File: src/rtl/blkzero_pkg.sv
package blkzero_pkg;
   typedef enum logic [1:0] {
      ST_IDLE  = 2'd0,
      ST_WRITE = 2'd1,
      ST_DONE  = 2'd2,
      ST_FAULT = 2'd3
   } zst_t;

   typedef enum logic {
      FK_STORE_PF    = 1'b0,
      FK_GUEST_STORE = 1'b1
   } fkind_t;
endpackage

File: src/rtl/blkzero_align.sv
module blkzero_align #(
   parameter int ADDR_W    = 32,
   parameter int BLK_BYTES = 64
) (
   input  logic [ADDR_W-1:0] addr_in,
   output logic [ADDR_W-1:0] addr_out
);
   localparam int OFF_LG = $clog2(BLK_BYTES);
   localparam logic [ADDR_W-1:0] LOW_MASK = ADDR_W'((64'd1 << OFF_LG) - 64'd1);

   always_comb addr_out = addr_in & ~LOW_MASK;
endmodule

File: src/rtl/blkzero_beat_ctr.sv
module blkzero_beat_ctr #(
   parameter int BEATS = 8,
   parameter int CNT_W = (BEATS > 1) ? $clog2(BEATS) : 1
) (
   input  logic             clk,
   input  logic             rst_n,
   input  logic             clr,
   input  logic             adv,
   output logic [CNT_W-1:0] idx,
   output logic             last
);
   generate
      if (BEATS == 1) begin : g_single
         assign idx  = '0;
         assign last = 1'b1;
      end else begin : g_multi
         logic [CNT_W-1:0] cnt_q;
         always_ff @(posedge clk) begin
            if (!rst_n)   cnt_q <= '0;
            else if (clr) cnt_q <= '0;
            else if (adv) cnt_q <= cnt_q + 1'b1;
         end
         assign idx  = cnt_q;
         assign last = (cnt_q == CNT_W'(BEATS - 1));
      end
   endgenerate
endmodule

File: src/rtl/blkzero_engine.sv
module blkzero_engine #(
   parameter int ADDR_W    = 32,
   parameter int BLK_BYTES = 64,
   parameter int DATA_W    = 64
) (
   input  logic                  clk,
   input  logic                  rst_n,
   input  logic                  req_valid,
   input  logic [ADDR_W-1:0]     req_addr,
   input  logic                  req_perm_ok,
   input  logic                  req_virt,
   output logic                  busy,
   output logic                  wr_valid,
   output logic [ADDR_W-1:0]     wr_addr,
   output logic [DATA_W-1:0]     wr_data,
   output logic [DATA_W/8-1:0]   wr_be,
   input  logic                  wr_ready,
   output logic                  done,
   output logic                  fault,
   output logic                  fault_kind
);
   import blkzero_pkg::*;

   localparam int STEP    = DATA_W / 8;
   localparam int STEP_LG = $clog2(STEP);
   localparam int BEATS   = BLK_BYTES / STEP;
   localparam int CNT_W   = (BEATS > 1) ? $clog2(BEATS) : 1;

   generate
      if ((BLK_BYTES <= 0) || ((BLK_BYTES & (BLK_BYTES - 1)) != 0)) begin : g_bad_blk
         $error("BLK_BYTES must be a power of two");
      end
      if ((DATA_W < 8) || ((STEP & (STEP - 1)) != 0) || ((DATA_W % 8) != 0)) begin : g_bad_dw
         $error("DATA_W must be 8 times a power of two");
      end
      if (STEP > BLK_BYTES) begin : g_bad_ratio
         $error("write port wider than one block");
      end
   endgenerate

   zst_t              state_q;
   fkind_t            kind_q;
   logic [ADDR_W-1:0] base_q;
   logic [ADDR_W-1:0] base_al;
   logic [CNT_W-1:0]  idx;
   logic              last;
   logic              accept;
   logic              beat_hs;

   assign accept  = req_valid && (state_q == ST_IDLE);
   assign beat_hs = (state_q == ST_WRITE) && wr_ready;

   blkzero_align #(.ADDR_W(ADDR_W), .BLK_BYTES(BLK_BYTES)) align_i (
      .addr_in  (req_addr),
      .addr_out (base_al)
   );

   blkzero_beat_ctr #(.BEATS(BEATS), .CNT_W(CNT_W)) ctr_i (
      .clk   (clk),
      .rst_n (rst_n),
      .clr   (accept),
      .adv   (beat_hs),
      .idx   (idx),
      .last  (last)
   );

   always_ff @(posedge clk) begin
      if (!rst_n) begin
         state_q <= ST_IDLE;
         kind_q  <= FK_STORE_PF;
         base_q  <= '0;
      end else begin
         unique case (state_q)
            ST_IDLE: if (req_valid) begin
               base_q  <= base_al;
               kind_q  <= req_virt ? FK_GUEST_STORE : FK_STORE_PF;
               state_q <= req_perm_ok ? ST_WRITE : ST_FAULT;
            end
            ST_WRITE: if (beat_hs && last) state_q <= ST_DONE;
            ST_DONE:  state_q <= ST_IDLE;
            ST_FAULT: state_q <= ST_IDLE;
            default:  state_q <= ST_IDLE;
         endcase
      end
   end

   assign busy       = (state_q != ST_IDLE);
   assign wr_valid   = (state_q == ST_WRITE);
   assign wr_addr    = base_q | (ADDR_W'(idx) << STEP_LG);
   assign wr_data    = '0;
   assign wr_be      = '1;
   assign done       = (state_q == ST_DONE);
   assign fault      = (state_q == ST_FAULT);
   assign fault_kind = fault && (kind_q == FK_GUEST_STORE);
endmodule

File: config.mk
export PLATFORM = sky130hd
export DESIGN_NAME = blkzero_engine
export DESIGN_NICKNAME = d
export VERILOG_FILES = /design/src/rtl/blkzero_pkg.sv /design/src/rtl/blkzero_align.sv /design/src/rtl/blkzero_beat_ctr.sv /design/src/rtl/blkzero_engine.sv
export SDC_FILE = /design/constraint.sdc
export NUM_CORES = 1
export LEC_CHECK = 0
export ABC_AREA = 1
export BUFFER_PORTS_ARGS = -buffer_cell sky130_fd_sc_hd__buf_4
export CORE_UTILIZATION = 44
export CTS_CLUSTER_SIZE = 10
export DETAILED_ROUTE_END_ITERATION = 6
export MAX_ROUTING_LAYER = met4
export PLACE_DENSITY_LB_ADDON = 0.05
export SYNTH_ARGS = -nofsm -noshare
export SYNTH_HDL_FRONTEND = slang
export SYNTH_SLANG_ARGS = --single-unit
File: constraint.sdc
create_clock -name clk -period 3.58 [get_ports clk]
set_clock_uncertainty 0.15 [all_clocks]
set_input_delay 0.179 -clock clk [delete_from_list [all_inputs] [get_ports clk]]
set_output_delay 0.179 -clock clk [all_outputs]
set_load 0.01 [all_outputs]
==> metrics.txt, run 1 <==
Avg Cell Area, Syn=6.91 µm²; clock buffers created by TritonCTS=5; first-pass detailed-route iteration total=4; die area=4840 µm²; Root Buffer=clkbuf_8; Pleak=1.37 nW; Sink Count=32; Clock transition at path regs=70 ps; power share of the clock group=30.0%; register area share after synthesis=31.9%; Port Buffer Count=65; most frequent cells in the layout=conb_1, buf_4, nor2_1; Rel. slew slack=55.4%; total wire length=3750 µm; DP HPWL=2580 µm; routed via count=1627; R2R depth=5; row count=24; FF-to-FF Start=state_q[0]; vias per cell=4.03; part of the power in registers=43.2%; R2R setup slack=1870 ps; TNS Setup=0 ps; Synth area leaders=dfxtp_1, buf_4, nor2_1; clock tree buffer depth=2; Least-Margin Pin Slew=668 ps; IO Count=147; TritonCTS clock tree=done; Power Dens Cells=416 nW/µm²; postcts setup bufs=0; arrival time worst endpoint=1780 ps; type of origin of the critical path=register; number of diodes=0; first-pass GRT wire length=6200 µm; Max IR drop VDD=208 µV; RSZ-0062 raised after global routing=false; Area Growth Syn to Fin=14.7%; initial core utilization=45.8%; 1st-iter DRT viols=78; CP endpoint kind=register; largest net degree at the start of global routing=30; post-synth cell types=18; yosys warns=0; Switching Fraction=32.4%; DR DRC count=0; MaxCap Viol Count=0; Synth Instances=291; final period utilization=47.9%; Tmin final=1710 ps; share of layout cells above drive strength 1=21.9%; antenna violations before repair=0; Worst R2R End=base_q[25]; Max Slew Vio Count=0; Seq cells post-synth=32; H-tree depth=2; hold worst-path end=ctr_i.idx[1]; synthesized cell area=2010 µm²; WS Path Type=reg -> reg; vias in the first global route=1346; Sw Pwr=311 µW; fmax=0.583 GHz; Worst EP required=3650 ps; DRT antenna net count=0; Setup violations, final=0; endpoints failing hold=0; Die Span Y=69.6 µm; GRT Residual Overflow=0; status=finished clean; leading cell type in the layout, fill and taps excluded=conb_1; post-synth top area share=31.9%; Core Region=4380 µm²; Hold Startpoint=wr_ready; portion of total power attributed to combinational logic=26.8%; worst skew pair latency=280 ps; Int Power=649 µW; Hold Path Depth=3; crit-path max FO=28; Filler Cells Inserted=477; wire per inst=9.27 µm; DIE WIDTH=69.6 µm; Hold/Removal Path Class=in -> reg; Nets=391; Routability Congestion=0.680; aggregate global-route resource usage=16.7%; final core occ=52.6%; cell taking the most area after synthesis=dfxtp_1
[sequential cells by signal, summed over array words and instances (netlist names)]
name / count
base_q: 26
ctr_i.idx: 3
state_q: 2
kind_q: 1
[through the flow]
stage	std cells	hold WS [ps]	total power, mW	instance area, µm²	worst slack, ps
2_1_floorplan	364	199	0.646	2280	2340
3_3_place_gp	395	301	0.680	2200	1840
3_5_place_dp	395	299	0.682	2200	1840
4_1_cts	404	55.6	0.976	2300	1820
5_1_grt	404	68.7	1.03	2300	1650
6_report	404	66.4	0.960	2300	1870
[worst max-delay path, cell delays in order, from the launching register on]
cell and delay, ps:
dfxtp_1 400, nor2_4 550, nand2_4 120, inv_4 270
nor2_1 70, nor2_1 90
[cell usage after synthesis, drive strengths merged]
library cell,count
nand3,28
nor2,61
nand4,3
inv,34
conb,2
clkbuf,2
dfxtp,32
buf,84
ha,2
a21oi,3
o21ai,1
nand2,39
[power by group through the flow]
| stage | Sequential, mW | Clock, mW | Combinational, mW |
|---|---|---|---|
| finish | 0.415 | 0.288 | 0.257 |
| global route | 0.419 | 0.316 | 0.294 |
| CTS | 0.415 | 0.301 | 0.261 |
| detailed placement | 0.423 | 0 | 0.259 |
| global placement | 0.422 | 0 | 0.258 |
| floorplan | 0.434 | 0 | 0.212 |
[kinds of logic after synthesis]
group	share of synthesized area [%]
AO/OA/AOI/OAI	0.996
adder cells (fa/ha/maj)	1.25
buffers and inverters	38.0
flip-flops	31.9
other	0.374
AND/OR/NAND/NOR	27.5
[metal layers]
metal	GRT usage, %	share of wire [%]	vias to the layer above
li1	-	-	837
met1	19.4	42	702
met2	25.8	47	83
met3	6.83	9.2	5
met4	6.12	1.4	0
met5	-	0	-
[cell type report]
| cell class | instances | area [µm²] | share of cell area, % |
|---|---|---|---|
| Clock inverter | 2 | 10.0 | 0.434 |
| Multi-Input combinational cell | 212 | 878 | 38.1 |
| Inverter | 34 | 130 | 5.65 |
| Tap cell | 52 | 65.1 | 2.82 |
| Timing Repair Buffer | 66 | 498 | 21.6 |
| Sequential cell | 32 | 641 | 27.8 |
| Clock buffer | 6 | 82.6 | 3.58 |
[worst max-delay path by stage]
| stage | startpoint | end | slack (ps) | depth (start not counted) |
|---|---|---|---|---|
| floorplan | state_q[0] | kind_q | 2340 | 6 |
| global placement | state_q[0] | kind_q | 1840 | 5 |
| detailed placement | state_q[0] | base_q[25] | 1840 | 5 |
| CTS | state_q[0] | base_q[25] | 1820 | 5 |
| global route | state_q[0] | base_q[9] | 1650 | 5 |
| finish | state_q[0] | base_q[25] | 1870 | 5 |
[repair_timing]
item                                    4_1_cts  5_1_grt
hold buffers                                  1        0
endpoints found under the setup margin        0        0
hold endpoints to repair                      1        0
resized for setup                             0        0
(Power assumes the default switching activity.)
==> inputs of run 2 (changes only) <==
Settings changed: CORE_UTILIZATION 44 to 41.
Clock period 3.58 ns to 1.6 ns, I/O delays scaled along.
==> run 2 against run 1 <==
Net effect: sequential share of layout area decreased by 3.4 points; worst hold slack worse by 20 ps; power up 130%; via count increased by 6.7%; die area up 7.1%; core utilization up 3.1 points; register-to-register slack got worse by 1500 ps; combinational power rose to 2.5 times the previous value; wire length rose by 6.8%; sequential cell count stayed put; largest power group unchanged.
==> metrics.txt, run 2 (synthesized netlist as in run 1, its figures left out) <==
status=finished clean (unchanged); fmax=0.701 GHz; placed inst area=2240 µm² (was 2200 µm²); Worst EP required=1370 ps (was 3650 ps); Routability Congestion=0.712 (was 0.680); Hold/Removal Path Class=in -> reg (unchanged); Filler Cells Inserted=473 (was 477); DIE WIDTH=72.0 µm (was 69.6 µm); design area=2630 µm² (was 2300 µm²); initial core utilization=42.5% (was 45.8%); vias in the first global route=1533 (was 1346); top sig layer=met4 (unchanged); total wire length=4000 µm (was 3750 µm); Pleak=1.50 nW (was 1.37 nW); WL met2=1910 µm (was 1760 µm); TritonCTS clock tree=done (unchanged); largest net degree at the start of global routing=30 (unchanged); wire per inst=8.90 µm (was 9.27 µm); CP endpoint kind=primary output (was register); WS Path Type=reg -> out (was reg -> reg); WL met1=1750 µm (was 1590 µm); Tmin final=1430 ps; H-tree depth=2 (unchanged); share of layout cells above drive strength 1=20.7% (was 21.9%); DRT antenna net count=0 (unchanged); clock buffers created by TritonCTS=5 (unchanged); vias per cell=3.87 (was 4.03); worst skew pair latency=270 ps (was 280 ps); number of diodes=0 (unchanged); Clock transition at path regs=60 ps (was 70 ps); Hold WS=46.6 ps (was 66.4 ps); GRT Residual Overflow=0 (unchanged); 1st-iter DRT viols=71 (was 78); IO Count=147 (unchanged); met3 wire length=276 µm (was 346 µm); aggregate global-route resource usage=16.8% (was 16.7%); TNS Setup=0 ps (unchanged); Die Span Y=72.0 µm (was 69.6 µm); max reg flops=26 (unchanged); CP startpoint=state_q[0] (unchanged); Max IR drop VDD=457 µV (was 208 µV); Hold Startpoint=rst_n (was wr_ready); FF-to-FF Start=state_q[0] (unchanged); DR DRC count=0 (unchanged); clock tree buffer depth=2 (unchanged); post-CTS sizing=0 (unchanged); first-pass GRT wire length=6640 µm (was 6200 µm); Core Region=4720 µm² (was 4380 µm²); type of origin of the critical path=register (unchanged); final period utilization=89.2%; CTS Hold Bufs=29 (was 1); most frequent cells in the layout=conb_1, buf_4, nor2_1 (unchanged); Port Buffer Count=65 (unchanged); Area Growth Syn to Fin=30.9% (was 14.7%); postcts setup bufs=0 (unchanged); Setup violations, final=0 (unchanged); endpoints failing hold=0 (unchanged); first-pass detailed-route iteration total=6 (was 4); die area=5180 µm² (was 4840 µm²); Max Slew Vio Count=0 (unchanged); routed via count=1736 (was 1627); RSZ-0062 raised after global routing=false (unchanged); crit-path max FO=8 (was 28); arrival time worst endpoint=1200 ps (was 1780 ps); Sink Count=32 (unchanged); leading cell type in the layout, fill and taps excluded=conb_1 (unchanged); Power Dens Cells=849 nW/µm² (was 416 nW/µm²); antenna violations before repair=0 (unchanged); MaxCap Viol Count=0 (unchanged); Root Buffer=clkbuf_8 (unchanged); Nets=422 (was 391); Largest Register=base_q (unchanged); row count=25 (was 24); DP HPWL=2650 µm (was 2580 µm)
run 2: changes by cell type in the layout (fill, tap and decap cells not counted):
cell | before | now
dlygate4sd3_1 | 1 | 29
clkbuf_8 | 6 | 7
buf_4 | 65 | 68
clkinv_2 | 2 | 0
run 2: metrics by stage:
| step | worst slack (ps) | util (%) | total power [mW] | cells |
|---|---|---|---|---|
| final | 173 | 55.7 | 2.23 | 449 |
| after global routing | 91.9 | 55.7 | 2.38 | 449 |
| after CTS | 164 | 55.7 | 2.27 | 449 |
| after detailed placement | 321 | 47.5 | 1.54 | 413 |
| after global placement | 306 | 47.5 | 1.54 | 413 |
| after floorplan | 359 | - | 1.45 | 364 |
run 2: critical path, cell delays in order, from the launching register on:
cell	delay, ps
dfxtp_1	510
inv_1	120
nor2_1	150
buf_4	140
run 2: area by class of cell:
type	count	area (µm²)	area share, %
clock buffer	7	96.3	3.66
inverter	34	130	4.95
multi-input combinational	212	878	33.4
sequential	32	641	24.4
tap	67	83.8	3.19
timing repair buffer	97	801	30.4
run 2: metal layers:
layer | up-vias | global-route usage [%]
met1 | 751 | 18.6
met2 | 79 | 29.0
li1 | 900 | -
met3 | 6 | 4.44
met5 | - | -
met4 | 0 | 6.54
run 2: path summary, 6_finish.rpt:
path,end,slack [ps],depth (start not counted)
worst max-delay path,wr_valid,170,3
worst min-delay path,base_q[23],50,3
worst max register to register,base_q[16],320,5
worst min register to register,base_q[25],320,2
run 2: power breakdown:
part | switching [mW] | total (mW) | internal (mW)
Clock | 0.274 | 0.657 | 0.382
Combinational | 0.360 | 0.647 | 0.287
Sequential | 0.0496 | 0.928 | 0.879
Total | 0.684 | 2.23 | 1.55
